<file path="config.mk">
export PLATFORM = sky130hd
export DESIGN_NAME = cr_bus_master
export DESIGN_NICKNAME = d
export VERILOG_FILES = /design/src/rtl/cr_bus_pkg.sv /design/src/rtl/cr_down_cnt.sv /design/src/rtl/cr_phase_seq.sv /design/src/rtl/cr_word_drive.sv /design/src/rtl/cr_bus_master.sv
export SDC_FILE = /design/constraint.sdc
export NUM_CORES = 1
export LEC_CHECK = 0
export ABC_AREA = 1
export BUFFER_PORTS_ARGS = -buffer_cell sky130_fd_sc_hd__buf_2
export CAP_MARGIN = 0
export CORE_UTILIZATION = 50
export CTS_BUF_LIST = sky130_fd_sc_hd__clkbuf_2
export DETAILED_ROUTE_END_ITERATION = 10
export HOLD_SLACK_MARGIN = 0.06
export PLACE_DENSITY = 0.83
export REMOVE_ABC_BUFFERS = 1
export SYNTH_ARGS = -nofsm -noshare
export SYNTH_HDL_FRONTEND = slang
export SYNTH_SLANG_ARGS = --single-unit
</file>
<file path="constraint.sdc">
create_clock -name clk -period 4.7 [get_ports clk]
set_input_delay 0.47 -clock clk [delete_from_list [all_inputs] [get_ports clk]]
set_output_delay 0.47 -clock clk [all_outputs]
set_load 0.05 [all_outputs]
</file>
<file path="src/rtl/cr_bus_pkg.sv">
package cr_bus_pkg;

  // Fixed positions of the low strobes and the start of the data-in field.
  localparam int WR_POS  = 0;
  localparam int RD_POS  = 1;
  localparam int DIN_POS = 2;

  typedef enum logic [1:0] {
    ST_IDLE    = 2'd0,
    ST_SETUP   = 2'd1,
    ST_STROBE  = 2'd2,
    ST_RELEASE = 2'd3
  } seq_state_t;

  typedef enum logic [1:0] {
    PH_ADDR  = 2'd0,
    PH_DATA  = 2'd1,
    PH_WRITE = 2'd2,
    PH_READ  = 2'd3
  } phase_t;

endpackage

</file>
<file path="src/rtl/cr_down_cnt.sv">
module cr_down_cnt #(
  parameter int LIMIT = 1000
) (
  input  logic clk,
  input  logic rst,
  input  logic load,
  input  logic en,
  output logic last
);
  localparam int CW = $clog2(LIMIT + 1);

  logic [CW-1:0] cnt_q;

  always_ff @(posedge clk) begin
    if (rst)
      cnt_q <= '0;
    else if (load)
      cnt_q <= CW'(LIMIT);
    else if (en && (cnt_q != '0))
      cnt_q <= cnt_q - CW'(1);
  end

  // High in the final permitted cycle of the window.
  assign last = (cnt_q == CW'(1));
endmodule

</file>
<file path="src/rtl/cr_phase_seq.sv">
module cr_phase_seq
  import cr_bus_pkg::*;
(
  input  logic       clk,
  input  logic       rst,
  input  logic       start,
  input  logic       is_write,
  input  logic       ack,
  input  logic       setup_last,
  input  logic       wait_last,
  output seq_state_t state_q,
  output phase_t     phase_q,
  output logic       setup_load,
  output logic       wait_load,
  output logic       rd_sample,
  output logic       finish,
  output logic       fail
);
  seq_state_t state_d;
  phase_t     phase_d;

  always_comb begin
    state_d    = state_q;
    phase_d    = phase_q;
    setup_load = 1'b0;
    wait_load  = 1'b0;
    rd_sample  = 1'b0;
    finish     = 1'b0;
    fail       = 1'b0;
    unique case (state_q)
      ST_IDLE: begin
        if (start) begin
          state_d    = ST_SETUP;
          phase_d    = PH_ADDR;
          setup_load = 1'b1;
        end
      end
      ST_SETUP: begin
        if (setup_last) begin
          state_d   = ST_STROBE;
          wait_load = 1'b1;
        end
      end
      ST_STROBE: begin
        if (ack) begin
          state_d   = ST_RELEASE;
          wait_load = 1'b1;
          rd_sample = (phase_q == PH_READ);
        end else if (wait_last) begin
          state_d = ST_IDLE;
          fail    = 1'b1;
        end
      end
      ST_RELEASE: begin
        if (!ack) begin
          unique case (phase_q)
            PH_ADDR: begin
              state_d    = ST_SETUP;
              phase_d    = is_write ? PH_DATA : PH_READ;
              setup_load = 1'b1;
            end
            PH_DATA: begin
              state_d    = ST_SETUP;
              phase_d    = PH_WRITE;
              setup_load = 1'b1;
            end
            default: begin
              state_d = ST_IDLE;
              finish  = 1'b1;
            end
          endcase
        end else if (wait_last) begin
          state_d = ST_IDLE;
          fail    = 1'b1;
        end
      end
      default: state_d = ST_IDLE;
    endcase
  end

  always_ff @(posedge clk) begin
    if (rst) begin
      state_q <= ST_IDLE;
      phase_q <= PH_ADDR;
    end else begin
      state_q <= state_d;
      phase_q <= phase_d;
    end
  end
endmodule

</file>
<file path="src/rtl/cr_word_drive.sv">
module cr_word_drive
  import cr_bus_pkg::*;
#(
  parameter int DATA_W = 16
) (
  input  seq_state_t          state,
  input  phase_t              phase,
  input  logic [DATA_W-1:0]   addr,
  input  logic [DATA_W-1:0]   wdata,
  output logic [DATA_W+3:0]   word
);
  localparam int CAPD_POS = DIN_POS + DATA_W;
  localparam int CAPA_POS = CAPD_POS + 1;

  logic [DATA_W-1:0] operand;
  logic              strobe_on;

  always_comb begin
    unique case (phase)
      PH_ADDR:           operand = addr;
      PH_DATA, PH_WRITE: operand = wdata;
      default:           operand = '0;
    endcase
  end

  assign strobe_on = (state == ST_STROBE);

  always_comb begin
    word = '0;
    if (state != ST_IDLE) begin
      word[DIN_POS +: DATA_W] = operand;
      if (strobe_on) begin
        unique case (phase)
          PH_ADDR:  word[CAPA_POS] = 1'b1;
          PH_DATA:  word[CAPD_POS] = 1'b1;
          PH_WRITE: word[WR_POS]   = 1'b1;
          default:  word[RD_POS]   = 1'b1;
        endcase
      end
    end
  end
endmodule

</file>
<file path="src/rtl/cr_bus_master.sv">
module cr_bus_master
  import cr_bus_pkg::*;
#(
  parameter int DATA_W      = 16,
  parameter int SETUP_CYC   = 2,
  parameter int TIMEOUT_CYC = 1000
) (
  input  logic              clk,
  input  logic              rst,
  input  logic              cmd_valid,
  output logic              cmd_ready,
  input  logic              cmd_write,
  input  logic [DATA_W-1:0] cmd_addr,
  input  logic [DATA_W-1:0] cmd_wdata,
  output logic              busy,
  output logic              rsp_done,
  output logic              rsp_err,
  output logic [DATA_W-1:0] rsp_rdata,
  output logic [DATA_W+3:0] cr_ctl,
  input  logic              cr_ack,
  input  logic [DATA_W-1:0] cr_dout
);
  seq_state_t        state;
  phase_t            phase;
  logic              start;
  logic              setup_load, wait_load, setup_last, wait_last;
  logic              rd_sample, finish, fail;
  logic              write_q;
  logic [DATA_W-1:0] addr_q, wdata_q, rdata_q;
  logic              done_q, err_q;

  assign busy      = (state != ST_IDLE);
  assign cmd_ready = !busy;
  assign start     = cmd_valid && cmd_ready;

  always_ff @(posedge clk) begin
    if (rst) begin
      write_q <= 1'b0;
      addr_q  <= '0;
      wdata_q <= '0;
    end else if (start) begin
      write_q <= cmd_write;
      addr_q  <= cmd_addr;
      wdata_q <= cmd_wdata;
    end
  end

  cr_phase_seq u_seq (
    .clk        (clk),
    .rst        (rst),
    .start      (start),
    .is_write   (write_q),
    .ack        (cr_ack),
    .setup_last (setup_last),
    .wait_last  (wait_last),
    .state_q    (state),
    .phase_q    (phase),
    .setup_load (setup_load),
    .wait_load  (wait_load),
    .rd_sample  (rd_sample),
    .finish     (finish),
    .fail       (fail)
  );

  cr_down_cnt #(.LIMIT(SETUP_CYC)) u_setup_cnt (
    .clk  (clk),
    .rst  (rst),
    .load (setup_load),
    .en   (state == ST_SETUP),
    .last (setup_last)
  );

  cr_down_cnt #(.LIMIT(TIMEOUT_CYC)) u_wait_cnt (
    .clk  (clk),
    .rst  (rst),
    .load (wait_load),
    .en   ((state == ST_STROBE) || (state == ST_RELEASE)),
    .last (wait_last)
  );

  cr_word_drive #(.DATA_W(DATA_W)) u_word (
    .state (state),
    .phase (phase),
    .addr  (addr_q),
    .wdata (wdata_q),
    .word  (cr_ctl)
  );

  always_ff @(posedge clk) begin
    if (rst) begin
      rdata_q <= '0;
      done_q  <= 1'b0;
      err_q   <= 1'b0;
    end else begin
      if (rd_sample)
        rdata_q <= cr_dout;
      done_q <= finish || fail;
      err_q  <= fail;
    end
  end

  assign rsp_done  = done_q;
  assign rsp_err   = err_q;
  assign rsp_rdata = rdata_q;
endmodule

</file>
==> results of run 1 <==
## cells in the mapped netlist (3+ instances only)
| master | number |
|---|---|
| buf_2 | 8 |
| a21oi_1 | 42 |
| nor2_2 | 3 |
| nand2_1 | 89 |
| clkbuf_1 | 12 |
| nor2_1 | 87 |
| inv_1 | 28 |
| nor3_1 | 3 |
| ha_1 | 14 |
| dfxtp_1 | 67 |
| nor2_4 | 4 |
| o21ai_0 | 38 |
| nand3_1 | 30 |
## placed cells by master (no fill, tap or decap), types with 2 or more instances in the layout
cell type   instances
nor2_2              3
o21bai_1            2
a211oi_1            2
ha_1               14
nand3_1            30
a21oi_1            42
dfxtp_1            67
clkbuf_2            9
nor3_1              3
buf_2              92
inv_1              28
nor2_4              4
clkinvlp_4          2
inv_2               2
o21ai_0            38
o21ai_1             2
nor2_1             87
xor2_1              2
clkinv_2            3
nand2_1            89
## power by group
group / leakage [nW] / internal (mW) / switching (mW) / total (mW)
Sequential: 0.549 / 0.687 / 0.0921 / 0.779
Clock: 0.0677 / 0.120 / 0.217 / 0.337
Combinational: 1.18 / 0.343 / 0.793 / 1.14
## metal layers
metal	vias up	GRT usage
li1	1621	-
met1	1382	0.271
met2	99	0.393
met3	8	0.0611
met4	0	0.0912
met5	-	0
## critical path, cell delays in order, from the launching register on
cell and delay (ns):
dfxtp_1 0.43, inv_1 0.11, ha_1 0.26, inv_1 0.11, nand2_1 0.36, a21oi_1 0.30, buf_2 0.30
## worst paths after layout
path / cells past startpoint / to / from / slack, ns
worst max-delay path: 6 / cr_ctl[3] / u_seq.state_q[0] / 1.87
worst max register to register: 7 / wdata_q[6] / u_seq.state_q[0] / 2.03
worst min register to register: 2 / rsp_rdata[3] / rsp_rdata[3] / 0.47
worst min-delay path: 3 / wdata_q[4] / cmd_wdata[4] / 0.21
## stage by stage
step | power [mW] | cells | hold WS [ns] | setup slack, ns | cell area [um2]
detailed placement | 1.92 | 597 | 0.452 | 2.03 | 3660
global route | 2.44 | 613 | 0.176 | 1.67 | 3770
CTS | 2.26 | 613 | 0.174 | 1.82 | 3770
floorplan | 1.66 | 429 | 0.455 | 1.75 | 3100
finish | 2.25 | 613 | 0.209 | 1.87 | 3770
global placement | 1.89 | 597 | 0.446 | 2.20 | 3660
## cell type report
cell class | count | area [um2] | share of cell area
well taps | 75 | 93.8 | 0.0249
flip-flops and latches | 67 | 1340 | 0.355
multi-input cells | 331 | 1640 | 0.435
repair buffers | 93 | 468 | 0.124
clock inverters | 7 | 68.8 | 0.0182
clock buffers | 9 | 45.0 | 0.0119
inverters | 31 | 116 | 0.0308
## cells by family after synthesis
logic type / Yosys count / share of synthesized area
AOI/OAI and AO/OA: 92 / 0.155
DFF: 67 / 0.420
buffers and inverters: 53 / 0.0666
and+or+nand+nor: 222 / 0.295
xor gates and xnor gates: 3 / 0.00823
adders and majority gates: 14 / 0.0548
## sequential cells by signal (all words and copies together) (netlist names)
register           flops
rsp_rdata             16
write_q                1
wdata_q               16
u_seq.state_q          2
u_seq.phase_q          2
u_wait_cnt.cnt_q      10
rsp_err                1
addr_q                16
rsp_done               1
u_setup_cnt.cnt_q      2
==> results_dict.tcl, run 1 <==
set metrics [dict create \
    status "complete, no violations" \
    drt_iter0_drc 133 \
    viasPerCell 5.07 \
    power_density_nw_per_um2 597 \
    cts_sinks 67 \
    wl_met1_mm 3.31 \
    slew_viol_final 0 \
    worstSkewPairLatency_ns 0.50 \
    final.setup_skew_ns 0.0229 \
    worst_slew_pin_slew_ns 1.07 \
    fin_util 0.626 \
    drtAntennaViolNets 0 \
    post_drt_wl_per_cell_um 11.9 \
    hold_viol_final 0 \
    arrival_ns 2.36 \
    post_cts_buffers 0 \
    dieArea_um2 6710 \
    ys.flop_type "dfxtp_1" \
    synth_area_per_cell_um2 7.08 \
    dr.pass1.iters 4 \
    rsz0062_at_grt "no" \
    fillCellCount 555 \
    routabilityCongestion 0.815 \
    ys_warn_count 0 \
    crit_type "reg -> out" \
    met3_length_um 429 \
    synth_top_area_share 0.420 \
    start_util 0.530 \
    fin_nets 600 \
    num_rows 28 \
    place.port_buffers 92 \
    vias 3110 \
    cts_buffers 9 \
    cts_tree "built" \
    setup_violations 0 \
    worstPathMaxFanout 16 \
    yosysSeqAreaShare 0.420 \
    postCtsResizedCells 0 \
    wl_met2_mm 3.48 \
    antenna_found_initial 0 \
    wirelength_mm 7.31 \
    io_pins 93 \
    design.core.area_um2 6030 \
    grt_max_degree 45 \
    grt_usage 0.230 \
    synth.ff_latch_count 67 \
    timing.fmax_mhz 353 \
    yosysTopAreaCell "dfxtp_1" \
    diodes 0 \
    clk_pin_slew_ns 0.20 \
    syn_area_um2 3190 \
    required_ns 4.23 \
    drive_above_1_share 0.230 \
    grt.overflow.total 0 \
    drc 0 \
    vdd_drop_max_mv 0.346 \
    cap_violations 0 \
    hpwl_mm 5.11 \
    fin_crit_sh 0.603 \
    h-tree-depth 3 \
    die_h_um 81.9 \
    synthCells 451 \
    cp-end-kind "output port" \
    syn_to_final_growth_pct 18.1 \
    ys_async_sr_fraction 0 \
    tns_ns 0 \
    start_kind "flop" \
    die_w_um 81.9 \
    synthTopCellsByArea "dfxtp_1 42%, nand2_1 10%, nor2_1 10%" \
    grt_pass1_vias 2725 \
    grt_pass1_wl_mm 11.7 \
    layout_min_cycle_time_ns 2.83 \
    slew_headroom 0.284 \
    synth_edf_count 0 \
    top_layer "met4" \
    synth_cell_types 34 \
    power_leakage_nw 1.80 \
    cts-root-buf "clkbuf_2" \
    hp-class "in -> reg" \
    clockBufferDepth 2 \
    cts_hold_buf 0 \
]
Note: power is estimated with default switching activity, not from simulation.
==> run 2, diff against run 1 <==
--- a/config.mk
+++ b/config.mk
@@ -8,11 +8,11 @@
 export ABC_AREA = 1
 export BUFFER_PORTS_ARGS = -buffer_cell sky130_fd_sc_hd__buf_2
 export CAP_MARGIN = 0
-export CORE_UTILIZATION = 50
+export CORE_UTILIZATION = 48
 export CTS_BUF_LIST = sky130_fd_sc_hd__clkbuf_2
 export DETAILED_ROUTE_END_ITERATION = 10
 export HOLD_SLACK_MARGIN = 0.06
-export PLACE_DENSITY = 0.83
+export PLACE_DENSITY = 0.84
 export REMOVE_ABC_BUFFERS = 1
 export SYNTH_ARGS = -nofsm -noshare
 export SYNTH_HDL_FRONTEND = slang
==> constraint.sdc (replaced) <==
create_clock -name clk -period 2.25 [get_ports clk]
set_input_delay 0.225 -clock clk [delete_from_list [all_inputs] [get_ports clk]]
set_output_delay 0.225 -clock clk [all_outputs]
set_load 0.05 [all_outputs]
==> run 2 against run 1 <==
  * Combinational power increased by 140%
  * Non-clock buffer count increased by 57
  * Highest routed layer unchanged
  * Worst setup slack got worse by 1.8 ns
  * Wire length increased by 28%
  * Count of clock-buffer cells in the layout increased by 1
  * Sequential share of layout area decreased by 5.5 points
  * Via count increased by 14%
==> results_dict.tcl, run 2 (synthesis gave the netlist of run 1 again) <==
set metrics [dict create \
    hp-class "in -> reg" \
    layout_commonest_cell "nand2_1" \
    place.port_buffers 92 \
    required_ns 2.03 \
    grt.overflow.total 0 \
    post_drt_wl_per_cell_um 13.9 \
    cp-end-kind "output port" \
    slew_headroom 0.633 \
    crit_start "u_seq.state_q[0]" \
    grt_pass1_vias 3450 \
    hold_viol_final 0 \
    syn_to_final_growth_pct 40.5 \
    clk_pin_slew_ns 0.23 \
    timing.fmax_mhz 463 \
    clockBufferDepth 2 \
    worstSkewPairLatency_ns 0.53 \
    drive_above_1_share 0.242 \
    layout_min_cycle_time_ns 2.16 \
    dr.pass1.iters 5 \
    grt_pass1_wl_mm 15.3 \
    hold_path_startpoint "cr_ack" \
    diodes 0 \
    power_density_nw_per_um2 1200 \
    cap_violations 0 \
    drc 0 \
    dieArea_um2 6980 \
    crit_type "reg -> out" \
    grt_usage 0.272 \
    vdd_drop_max_mv 0.838 \
    routabilityCongestion 0.831 \
    cts_buffers 9 \
    vias 3556 \
    fin_nets 657 \
    fin_util 0.703 \
    wirelength_mm 9.36 \
    slew_viol_final 0 \
    start_util 0.500 \
    h-tree-depth 3 \
    num_rows 29 \
    hpwl_mm 5.29 \
    antenna_found_initial 0 \
    worstPathMaxFanout 11 \
    die_h_um 83.6 \
    drt_iter0_drc 214 \
    drtAntennaViolNets 0 \
    grt_max_degree 34 \
    fin_crit_sh 0.959 \
    status "complete, no violations" \
    arrival_ns 1.93 \
    cts-root-buf "clkbuf_2" \
    rsz0062_at_grt "no" \
    worst_slew_pin_slew_ns 0.549 \
    io_pins 93 \
    cts_sinks 67 \
    design.core.area_um2 6390 \
    fin_area_um2 4490 \
    viasPerCell 5.29 \
    whs_path_depth 3 \
    timing.rr.start "u_seq.state_q[0]" \
    place_area_um2 3720 \
    start_kind "flop" \
    final.setup_skew_ns 0.0408 \
    cts_tree "built" \
    setup_violations 0 \
    total_power_mw 5.37 \
    die_w_um 83.6 \
    final_cell_mix "88 x nand2_1, 87 x nor2_1, 79 x buf_2, 63 x dfxtp_1, 49 x dlygate4sd3_1" \
    power_leakage_nw 2.08 \
    reg2regPathDepth 7 \
    hold_ws_ns 0.0817 \
]
-- run 2: cell count changes in the layout (fill, tap and decap cells not counted), sizes merged --
cell         previous run  this run
clkbuf                  9        11
dlygate4sd3             0        49
buf                    93       100
inv                    30        31
bufinv                  1         3
clkinv                  5         3
clkinvlp                2         0
-- run 2: area by class of cell --
| type | count | area [um2] |
|---|---|---|
| Sequential cell | 67 | 1350 |
| Multi-Input combinational cell | 331 | 1680 |
| Fill cell | 479 | 1900 |
| Tap cell | 77 | 96.3 |
| Clock buffer | 10 | 50.0 |
| Inverter | 31 | 119 |
| Timing Repair Buffer | 150 | 1080 |
| Clock inverter | 6 | 113 |
-- run 2: timing repair --
item                                    CTS  global route
resized for setup                        17            20
pin swaps                                 0             0
hold buffers                             49             0
endpoints found under the setup margin   16            16
buffers inserted                          2             0
endpoints found under the hold margin    49             0
-- run 2: per-layer routing --
layer / track usage / share of wire / wire [um]
met1: 0.288 / 0.38 / 3560
met5: 0 / 0 / 0
met2: 0.493 / 0.51 / 4760
met4: 0.145 / 0.043 / 405
met3: 0.0663 / 0.068 / 635
-- run 2: critical path: stages (launching register included) --
cell,delay [ns]
dfxtp_2,0.38
inv_1,0.08
ha_2,0.24
inv_4,0.08
nand2_4,0.08
buf_8,0.16
a21oi_1,0.15
buf_4,0.22
-- run 2: worst paths after layout --
| check | slack [ns] | to |
|---|---|---|
| setup / recovery | 0.09 | cr_ctl[9] |
| hold / removal | 0.08 | rsp_done |
| setup reg to reg | 0.28 | rsp_rdata[0] |
| hold reg to reg | 0.47 | rsp_rdata[3] |
-- run 2: per-stage QoR --
step / TNS [ns] / setup WS [ns] / std cells
2_1_floorplan: -14.21 / -0.458 / 429
3_3_place_gp: 0 / 0.421 / 605
3_5_place_dp: 0 / 0.371 / 605
4_1_cts: 0 / 0.00504 / 672
5_1_grt: 0 / 0.00249 / 672
6_report: 0 / 0.0911 / 672
-- run 2: power breakdown --
group          switching, mW  internal [mW]  total, mW
clock                  0.456          0.488      0.944
sequential             0.186           1.44       1.63
combinational           1.80          0.994       2.79
total                   2.44           2.93       5.37
